[src/rtl/fetch_pkg.sv]
// Shared command encoding for the dual-state fetch controller.
package fetch_pkg;
    typedef enum logic [1:0] {
        OP_ADVANCE    = 2'd0,
        OP_BRANCH_X   = 2'd1,
        OP_EXC_ENTER  = 2'd2,
        OP_EXC_RETURN = 2'd3
    } fetch_op_e;
endpackage

[src/rtl/fetch_sequencer.sv]
// Holds the instruction-set state bit and the address of the instruction
// being fetched or held. Decodes commands into redirects and advances.
// Assumes that only one command arrives per cycle and that RESET_ADDR is
// word aligned.
module fetch_sequencer
    import fetch_pkg::*;
#(
    parameter int ADDR_W = 32,
    parameter logic [ADDR_W-1:0] RESET_ADDR = 'h100
) (
    input  logic              clk,
    input  logic              rst_n,
    input  logic              cmd_valid,
    input  logic [1:0]        cmd_op,
    input  logic [ADDR_W-1:0] cmd_addr,
    input  logic              cmd_tbit,
    input  logic              insn_held,
    output logic              compact_o,
    output logic [ADDR_W-1:0] base_addr_o,
    output logic              redirect_o,
    output logic              advance_o
);
    localparam logic [ADDR_W-1:0] STEP_WIDE    = ADDR_W'(4);
    localparam logic [ADDR_W-1:0] STEP_COMPACT = ADDR_W'(2);

    fetch_op_e         op;
    logic              compact_q;
    logic [ADDR_W-1:0] base_q;
    logic              next_compact;
    logic [ADDR_W-1:0] target;

    assign op          = fetch_op_e'(cmd_op);
    assign redirect_o  = cmd_valid && (op != OP_ADVANCE);
    assign advance_o   = cmd_valid && (op == OP_ADVANCE) && insn_held;
    assign compact_o   = compact_q;
    assign base_addr_o = base_q;

    // Work out the new state bit and the aligned target of a redirect.
    always_comb begin
        unique case (op)
            OP_BRANCH_X:   next_compact = cmd_addr[0];
            OP_EXC_ENTER:  next_compact = 1'b0;
            OP_EXC_RETURN: next_compact = cmd_tbit;
            default:       next_compact = compact_q;
        endcase
        if (next_compact)
            target = {cmd_addr[ADDR_W-1:1], 1'b0};
        else
            target = {cmd_addr[ADDR_W-1:2], 2'b00};
    end

    // Update the state bit and the instruction base address.
    always_ff @(posedge clk) begin
        if (!rst_n) begin
            compact_q <= 1'b0;
            base_q    <= RESET_ADDR;
        end else if (redirect_o) begin
            compact_q <= next_compact;
            base_q    <= target;
        end else if (advance_o) begin
            base_q <= base_q + (compact_q ? STEP_COMPACT : STEP_WIDE);
        end
    end

    assert_bx_state_R2: assert property (@(posedge clk) disable iff (!rst_n)
        (cmd_valid && cmd_op == 2'd1) |=> (compact_q == $past(cmd_addr[0])) && (base_q[0] == 1'b0));

    assert_exc_wide_R3: assert property (@(posedge clk) disable iff (!rst_n)
        (cmd_valid && cmd_op == 2'd2) |=> !compact_q && (base_q[1:0] == 2'b00));

    assert_ret_restore_R4: assert property (@(posedge clk) disable iff (!rst_n)
        (cmd_valid && cmd_op == 2'd3) |=> compact_q == $past(cmd_tbit));

    assert_advance_step_R8: assert property (@(posedge clk) disable iff (!rst_n)
        (cmd_valid && cmd_op == 2'd0 && insn_held) |=>
            base_q == $past(base_q) + ($past(compact_q) ? STEP_COMPACT : STEP_WIDE));

    assert_advance_ignored_R8: assert property (@(posedge clk) disable iff (!rst_n)
        (cmd_valid && cmd_op == 2'd0 && !insn_held) |=> $stable(base_q) && $stable(compact_q));
endmodule

[src/rtl/beat_assembler.sv]
// Runs the 16-bit memory handshake and assembles one or two beats into an
// instruction word, which it holds until an advance or a flush. Assumes
// that advance is raised only while a word is held and that base_addr
// changes only on advance or flush.
module beat_assembler #(
    parameter int ADDR_W = 32,
    parameter int BEAT_W = 16
) (
    input  logic                clk,
    input  logic                rst_n,
    input  logic                compact,
    input  logic [ADDR_W-1:0]   base_addr,
    input  logic                flush,
    input  logic                advance,
    input  logic                mem_ready,
    input  logic [BEAT_W-1:0]   mem_rdata,
    output logic                mem_req,
    output logic [ADDR_W-1:0]   mem_addr,
    output logic                insn_valid,
    output logic [2*BEAT_W-1:0] insn_word,
    output logic                insn_wide
);
    localparam int                INSN_W     = 2 * BEAT_W;
    localparam logic [ADDR_W-1:0] BEAT_BYTES = ADDR_W'(BEAT_W / 8);

    logic              held_q;
    logic              beat_q;
    logic              wide_q;
    logic [BEAT_W-1:0] lo_q;
    logic [INSN_W-1:0] word_q;
    logic              fire;

    assign mem_req    = !held_q;
    assign mem_addr   = base_addr + (beat_q ? BEAT_BYTES : '0);
    assign fire       = mem_req && mem_ready;
    assign insn_valid = held_q;
    assign insn_word  = word_q;
    assign insn_wide  = wide_q;

    // Count beats, collect the halves and hold the finished instruction.
    always_ff @(posedge clk) begin
        if (!rst_n) begin
            held_q <= 1'b0;
            beat_q <= 1'b0;
            wide_q <= 1'b0;
            lo_q   <= '0;
            word_q <= '0;
        end else if (flush) begin
            held_q <= 1'b0;
            beat_q <= 1'b0;
        end else if (advance) begin
            held_q <= 1'b0;
        end else if (fire) begin
            if (compact) begin
                word_q <= {{BEAT_W{1'b0}}, mem_rdata};
                wide_q <= 1'b0;
                held_q <= 1'b1;
            end else if (!beat_q) begin
                lo_q   <= mem_rdata;
                beat_q <= 1'b1;
            end else begin
                word_q <= {mem_rdata, lo_q};
                wide_q <= 1'b1;
                held_q <= 1'b1;
                beat_q <= 1'b0;
            end
        end
    end

    assert_two_beats_R5: assert property (@(posedge clk) disable iff (!rst_n)
        ($rose(insn_valid) && insn_wide) |-> $past(beat_q) && $past(mem_ready));

    assert_compact_zero_R6: assert property (@(posedge clk) disable iff (!rst_n)
        (insn_valid && !insn_wide) |-> insn_word[INSN_W-1:BEAT_W] == '0);

    assert_addr_stable_R7: assert property (@(posedge clk) disable iff (!rst_n)
        (mem_req && !mem_ready && !flush) |=> $stable(mem_addr));

    assert_flush_drop_R9: assert property (@(posedge clk) disable iff (!rst_n)
        flush |=> !insn_valid && (mem_addr == base_addr));

    assert_hold_stable_R11: assert property (@(posedge clk) disable iff (!rst_n)
        (insn_valid && !advance && !flush) |=> insn_valid && $stable(insn_word) && !mem_req);
endmodule

[src/rtl/dual_isa_fetch.sv]
// Top of the dual-state fetch controller. Joins the state and address
// sequencer to the beat assembler and forms the software-visible PC.
// Assumes a 16-bit memory port and word-aligned RESET_ADDR.
module dual_isa_fetch #(
    parameter int ADDR_W = 32,
    parameter logic [ADDR_W-1:0] RESET_ADDR = 'h100
) (
    input  logic              clk,
    input  logic              rst_n,
    input  logic              cmd_valid,
    input  logic [1:0]        cmd_op,
    input  logic [ADDR_W-1:0] cmd_addr,
    input  logic              cmd_tbit,
    output logic              mem_req,
    output logic [ADDR_W-1:0] mem_addr,
    input  logic              mem_ready,
    input  logic [15:0]       mem_rdata,
    output logic              insn_valid,
    output logic [31:0]       insn_word,
    output logic              insn_wide,
    output logic              compact_state,
    output logic [ADDR_W-1:0] pc_visible
);
    localparam int                BEAT_W     = 16;
    localparam logic [ADDR_W-1:0] PC_OFS_WIDE    = ADDR_W'(8);
    localparam logic [ADDR_W-1:0] PC_OFS_COMPACT = ADDR_W'(4);

    logic [ADDR_W-1:0] base_addr;
    logic              redirect;
    logic              advance;

    fetch_sequencer #(
        .ADDR_W     (ADDR_W),
        .RESET_ADDR (RESET_ADDR)
    ) u_seq (
        .clk         (clk),
        .rst_n       (rst_n),
        .cmd_valid   (cmd_valid),
        .cmd_op      (cmd_op),
        .cmd_addr    (cmd_addr),
        .cmd_tbit    (cmd_tbit),
        .insn_held   (insn_valid),
        .compact_o   (compact_state),
        .base_addr_o (base_addr),
        .redirect_o  (redirect),
        .advance_o   (advance)
    );

    beat_assembler #(
        .ADDR_W (ADDR_W),
        .BEAT_W (BEAT_W)
    ) u_asm (
        .clk        (clk),
        .rst_n      (rst_n),
        .compact    (compact_state),
        .base_addr  (base_addr),
        .flush      (redirect),
        .advance    (advance),
        .mem_ready  (mem_ready),
        .mem_rdata  (mem_rdata),
        .mem_req    (mem_req),
        .mem_addr   (mem_addr),
        .insn_valid (insn_valid),
        .insn_word  (insn_word),
        .insn_wide  (insn_wide)
    );

    // Visible PC runs ahead of the held instruction by the pipeline offset.
    always_comb begin
        pc_visible = base_addr + (compact_state ? PC_OFS_COMPACT : PC_OFS_WIDE);
    end
endmodule

[config.mk]
export PLATFORM = sky130hd
export DESIGN_NAME = dual_isa_fetch
export DESIGN_NICKNAME = d
export VERILOG_FILES = /design/src/rtl/fetch_pkg.sv /design/src/rtl/fetch_sequencer.sv /design/src/rtl/beat_assembler.sv /design/src/rtl/dual_isa_fetch.sv
export SDC_FILE = /design/constraint.sdc
export NUM_CORES = 1
export LEC_CHECK = 0
export ABC_AREA = 1
export BUFFER_PORTS_ARGS = -buffer_cell sky130_fd_sc_hd__buf_2
export CAP_MARGIN = 5
export CORE_MARGIN = 2
export CORE_UTILIZATION = 48
export DETAILED_ROUTE_END_ITERATION = 10
export HOLD_SLACK_MARGIN = 0.05
export PLACE_DENSITY = 0.84
export SYNTH_ARGS = -nofsm -noshare
export SYNTH_HDL_FRONTEND = slang
export SYNTH_SLANG_ARGS = --single-unit
[constraint.sdc]
create_clock -name clk -period 2.35 [get_ports clk]
set_input_delay 0.47 -clock clk [delete_from_list [all_inputs] [get_ports clk]]
set_output_delay 0.47 -clock clk [all_outputs]
set_load 0.005 [all_outputs]
* Yosys cells after proc, flatten, opt, wreduce, memory -nomap -nowiden
Cells that the tools add are included.
** Word-level totals
- Flip-flop bits (word level) :: 84
- Bits of input ports :: 55
- Output and inout port bits :: 100
- Word-level logic and storage cells :: 46
** Cells by class
- Add/subtract/negate cells :: 3
- Equal/unequal tests :: 3
- Muxes and demuxes :: 13
- Bitwise gates (word level) :: 5
- Reductions and logical operators :: 15
** Operator list (count)
- 32-bit 2-to-1 mux :: 4
- 32-bit adder :: 2
- 32-bit by 4-bit adder with 32-bit output :: 1
- 2-bit nonzero test :: 3
- 1-bit NOT :: 5
- 5-bit AND reduction :: 1
- 2-bit == test (second input constant) :: 2
- 1-bit logical AND :: 4
- 1-bit 2-to-1 mux :: 4
- 2-bit 2-to-1 mux :: 2
- 4-bit 2-to-1 mux :: 1
- 4-bit AND reduction :: 1
- 3-bit 2-to-1 mux :: 1
- 1-bit case mux with 3 select lines :: 1
- 3-bit AND reduction :: 1
- 3-bit OR reduction :: 1
- 2-bit by 1-bit == test with 1-bit output (second input constant) :: 1
- 2-bit logical NOT :: 1
- 2-bit AND reduction :: 1
- 2-bit OR reduction :: 1
- 1-bit logical NOT :: 1

* Logic depth before layout (Yosys ltp)
- Depth in word-level cells :: 5
- Mapped depth :: 13
- Mapped depth without buffers :: 11

* By module
From an unflattened synthesis, not the netlist that was laid out.
** Second synthesis, totals
- Cells, all modules :: 1067
- Area, all modules :: 6319.8 sq um
** By module, submodules not included
- beat_assembler :: instances 1, cells each 464, area each 2954.1 sq um, seq. area each 1021.0 sq um
- fetch_sequencer :: instances 1, cells each 413, area each 2436.1 sq um, seq. area each 640.6 sq um
- dual_isa_fetch :: instances 1, cells each 190, area each 929.6 sq um, seq. area each 0.0 sq um

* Least setup slack after synthesis
No wires, ideal clock.
- Kind :: reg-to-output
- Start :: register u_seq.compact_q (netlist: u_seq.compact_o)
- End :: output port pc_visible[19]
- Arrival time :: 2.159 ns
- Required time :: 1.880 ns
- Path slack :: -0.279 ns
- Cell stages (with the launch flop) :: 11
- Path buffers :: 2
- Cell sequence :: dfxtp_1 buf_2 clkinv_1 buf_2 ha_1 a21oi_1 nor2_1 nand2_2 nor2_2 nand3_1 xor2_1
** On the way
- Longest elaborated chain between the ends :: 2
** RTL lines
- start: declaration :: RTL line fetch_sequencer.sv:27 : logic compact_q;
- start signal: assignment :: RTL line fetch_sequencer.sv:58 : compact_q <= next_compact;
- 4-bit 2-to-1 mux :: RTL line dual_isa_fetch.sv:70 : pc_visible = base_addr + (compact_state ? PC_OFS_COMPACT : PC_OFS_WIDE);
- 32-bit by 4-bit adder with 32-bit output :: RTL line dual_isa_fetch.sv:70
- end: declaration :: RTL line dual_isa_fetch.sv:22 : output logic [ADDR_W-1:0] pc_visible
No other way between the ends.

* Final worst setup path
- Start :: register u_seq.compact_q (netlist: u_seq.compact_o)
- End :: output port pc_visible[28]
The elaborated chain is that of the path after synthesis.

==> results.cfg <==
[outcome]
outcome = finished with violations
violations = setup timing

[cts]
cts_tree = yes
cts_buffers = 9
clock_path_buffers = 2
cts-root-buf = clkbuf_8
path_clk_slew_ns = 0.10
clkLatencyLatePin_ns = 0.37
clock_sinks = 83
cts_max_level = 3

[timing]
period_minus_slack_ns = 2.47
fin_ws_ns = -0.123
timing.fmax_mhz = 404
rsz0062_at_grt = yes
worst_pin_slew_ns = 0.533
setup_viol = 33
skew_ns = 0.0146
timing.final.max_slew_violations = 0
max_slew_margin_pct = 64.4
fin_crit_sh_pct = 105
final-hold-violation-count = 0

[critical_path]
startpoint = u_seq.compact_o$_SDFFE_PN0P_
worstPathRequired_ns = 1.88
crit_type = reg2out
critPathLaunchType = flop
path_common_cell = clkinv_4
worstPathArrival_ns = 2.00
crit_path_max_incr_delay_ns = 0.44
cp_slowest_cell = fa_2
path_max_fanout = 4
r2r_slack_ns = 0.09
crit_path_cell_trace = clkinv_4, buf_6, fa_2, clkinv_4, nor2_4, nand2_1, xor2_1, buf_2
crit_path_end_kind = output port
r2r_start = u_seq.compact_o$_SDFFE_PN0P_

[die]
rows = 38
die_x_microns = 109
num_io_pins = 155
initial_utilization_pct = 49.1
die_area_sq_um = 11900
core_area_sq_um = 10800
die_h_microns = 109

[pwr]
p_int_uw = 2320
powerDensity_nw_per_um2 = 475
peakVddDrop_v = 0.000430
p_total_uw = 3440
clockPowerShare_pct = 33.0
p_sw_uw = 1120
seq_power_share_pct = 46.1
p_sw_share_pct = 32.6
p_comb_share_pct = 20.9
p_leak_uw = 0.00351

[route]
drtIter0Drc = 592
route.vias.total = 6172
drt-pass1-iter-count = 6
dr.max_layer_used = met4
route.met2.wl_microns = 8440
avgViaCountPerCell = 5.33
route.met3.wl_microns = 1670
met1_length_microns = 6660
postRouteWirelength_microns = 17500
detail-route-antenna-nets = 0
remaining_drc_errors = 0
wl_per_cell_microns = 15.1

[finish]
nets = 1075
multi_input_area_sq_um = 3750
nFillCells = 853
design_area_sq_um = 7240
seq_area_sq_um = 1720
drive_gt1_share_pct = 34.9
syn_to_final_growth_pct = 36.7

[global_routing]
antenna_found_initial = 2
grt_pass1_wl_microns = 25700
grt_usage_pct = 27.2
grt_max_degree = 52
grt_pass1_vias = 5446
grt_overflow = 0

[placement]
place.gp.congestion = 0.904
dpl.hpwl_microns = 11300
numPortBuffers = 152
placed_area_sq_um = 6220
place_ws_ns = 0.119

[synth]
syn_area_sq_um = 5300
postSynthCellCount = 835
synthDistinctLibCells = 33
ys_ff_latch = 83
synth.top_cell.area_share_pct = 31.3
synthTopCellsByArea = dfxtp_1 31%, nand2_1 18%, nor2_1 11%
ys_warn_count = 0
synth.yosys.seq_area_share_pct = 31.3
avgSynthCellArea_sq_um = 6.35
synth_top_area_cell = dfxtp_1

[min_path]
hold_class = in2reg
worstHoldStart = mem_rdata[10]

[flow_run]
maxCapViolCount = 0
==> state kept, by name, indices dropped and copies added, names as in the netlist <==
signal and cells:
u_asm.beat_q 1, u_asm.insn_valid 1, u_asm.insn_wide 1, u_asm.insn_word 32
u_asm.lo_q 16, u_seq.base_addr_o 31, u_seq.compact_o 1
==> kinds of logic after synthesis <==
family | synth area share [%]
AO/OA/AOI/OAI | 8.99
XOR/XNOR | 10.4
adder cells (fa/ha/maj) | 2.17
buffers and inverters | 7.32
flip-flops | 31.3
other | 0.0707
AND/OR/NAND/NOR | 39.7
==> routing by layer <==
metal | vias up | GRT usage (%)
met1 | 2818 | 32.4
met5 | - | 0
met2 | 343 | 47.2
met3 | 70 | 5.44
met4 | 0 | 12.1
li1 | 2941 | -
==> critical path, delay by kind of cell, from the launching register on <==
| family | cells | cell delay (ns) |
|---|---|---|
| buffers and inverters | 4 | 0.46 |
| flip-flops | 1 | 0.40 |
| adder cells (fa/ha/maj) | 1 | 0.44 |
| AND/OR/NAND/NOR | 2 | 0.14 |
| XOR/XNOR | 1 | 0.19 |
==> cells in the final DEF (no fill, tap or decap), types with 3 or more instances in the layout <==
| cell type | n |
|---|---|
| nor2_4 | 32 |
| nor2_1 | 133 |
| buf_6 | 7 |
| ha_4 | 4 |
| dfxtp_4 | 11 |
| o211ai_1 | 3 |
| clkbuf_8 | 9 |
| nand2_1 | 236 |
| nand2_4 | 14 |
| nand3_2 | 4 |
| nor3_4 | 3 |
| nor2_2 | 14 |
| buf_2 | 152 |
| nand2_2 | 19 |
| o21ai_1 | 3 |
| buf_4 | 37 |
| o22ai_1 | 4 |
| inv_6 | 4 |
| o21ai_0 | 54 |
| xor2_1 | 54 |
| xor2_2 | 7 |
| inv_2 | 10 |
| inv_1 | 44 |
| dfxtp_2 | 10 |
| dfxtp_1 | 62 |
| a21oi_1 | 23 |
| nand3_1 | 35 |
==> metrics by stage <==
stage | std cells | hold WS, ns | utilization (%) | setup TNS [ns]
finish | 1159 | 0.349 | 67.1 | -1.75
global route | 1157 | 0.352 | 67.1 | -3.97
CTS | 1135 | 0.345 | 62.3 | -1.07
detailed placement | 1111 | 0.455 | 57.6 | 0
global placement | 1111 | 0.451 | 57.6 | 0
floorplan | 836 | 0.443 | - | 0
==> timing repair <==
item / in CTS / in global routing
buffers inserted: 8 / 22
hold endpoints to repair: 0 / 0
hold buffers: 0 / 0
setup endpoints to repair: 45 / 51
pin swaps: 15 / 28
resized for setup: 66 / 91
==> power groups by stage <==
stage          clock, uW  sequential (uW)  combinational (uW)
2_1_floorplan          0             1590                 390
3_3_place_gp           0             1600                 620
3_5_place_dp           0             1600                 630
4_1_cts             1140             1580                 666
5_1_grt             1190             1590                 801
6_report            1140             1580                 719
==> worst paths after layout <==
kind                                   endpoint  depth (start not counted)
max                              pc_visible[28]                          8
min                 u_asm.lo_q[10]$_SDFFE_PN0P_                          3
max reg2reg  u_seq.base_addr_o[16]$_SDFFE_PN0P_                         12
min reg2reg    u_asm.insn_word[17]$_SDFFE_PN0P_                          2
==> synthesized netlist by cell type <==
library cell and count:
clkinv_1 2, a21oi_1 24, dfxtp_1 83, or2_2 1, nor3_1 1, nor2_4 8, a21oi_4 1, nor2_8 1
nor2_2 14, o21ai_1 3, buf_4 7, o211ai_1 3, xor2_1 61, xnor2_1 2, inv_2 8, nor4_1 1
conb_1 1, ha_1 6, fa_1 2, nor2_1 157, o22ai_1 4, nand3_1 40, nor3_2 3, clkbuf_1 10
nand2_2 12, o21bai_1 1, nand2_1 257, nand4_1 2, o21ai_0 54, inv_1 48, buf_2 16, nand2_4 1
and2_1 1
==> layout make-up <==
class,instances,share of cell area [%]
clock buffer,9,1.71
sequential,83,23.7
clock inverter,7,1.21
antenna,2,0.0691
tap,140,2.42
timing repair buffer,198,16.0
multi-input combinational,662,51.7
inverter,58,3.20
No activity file was read; power rests on OpenSTA's default activity.
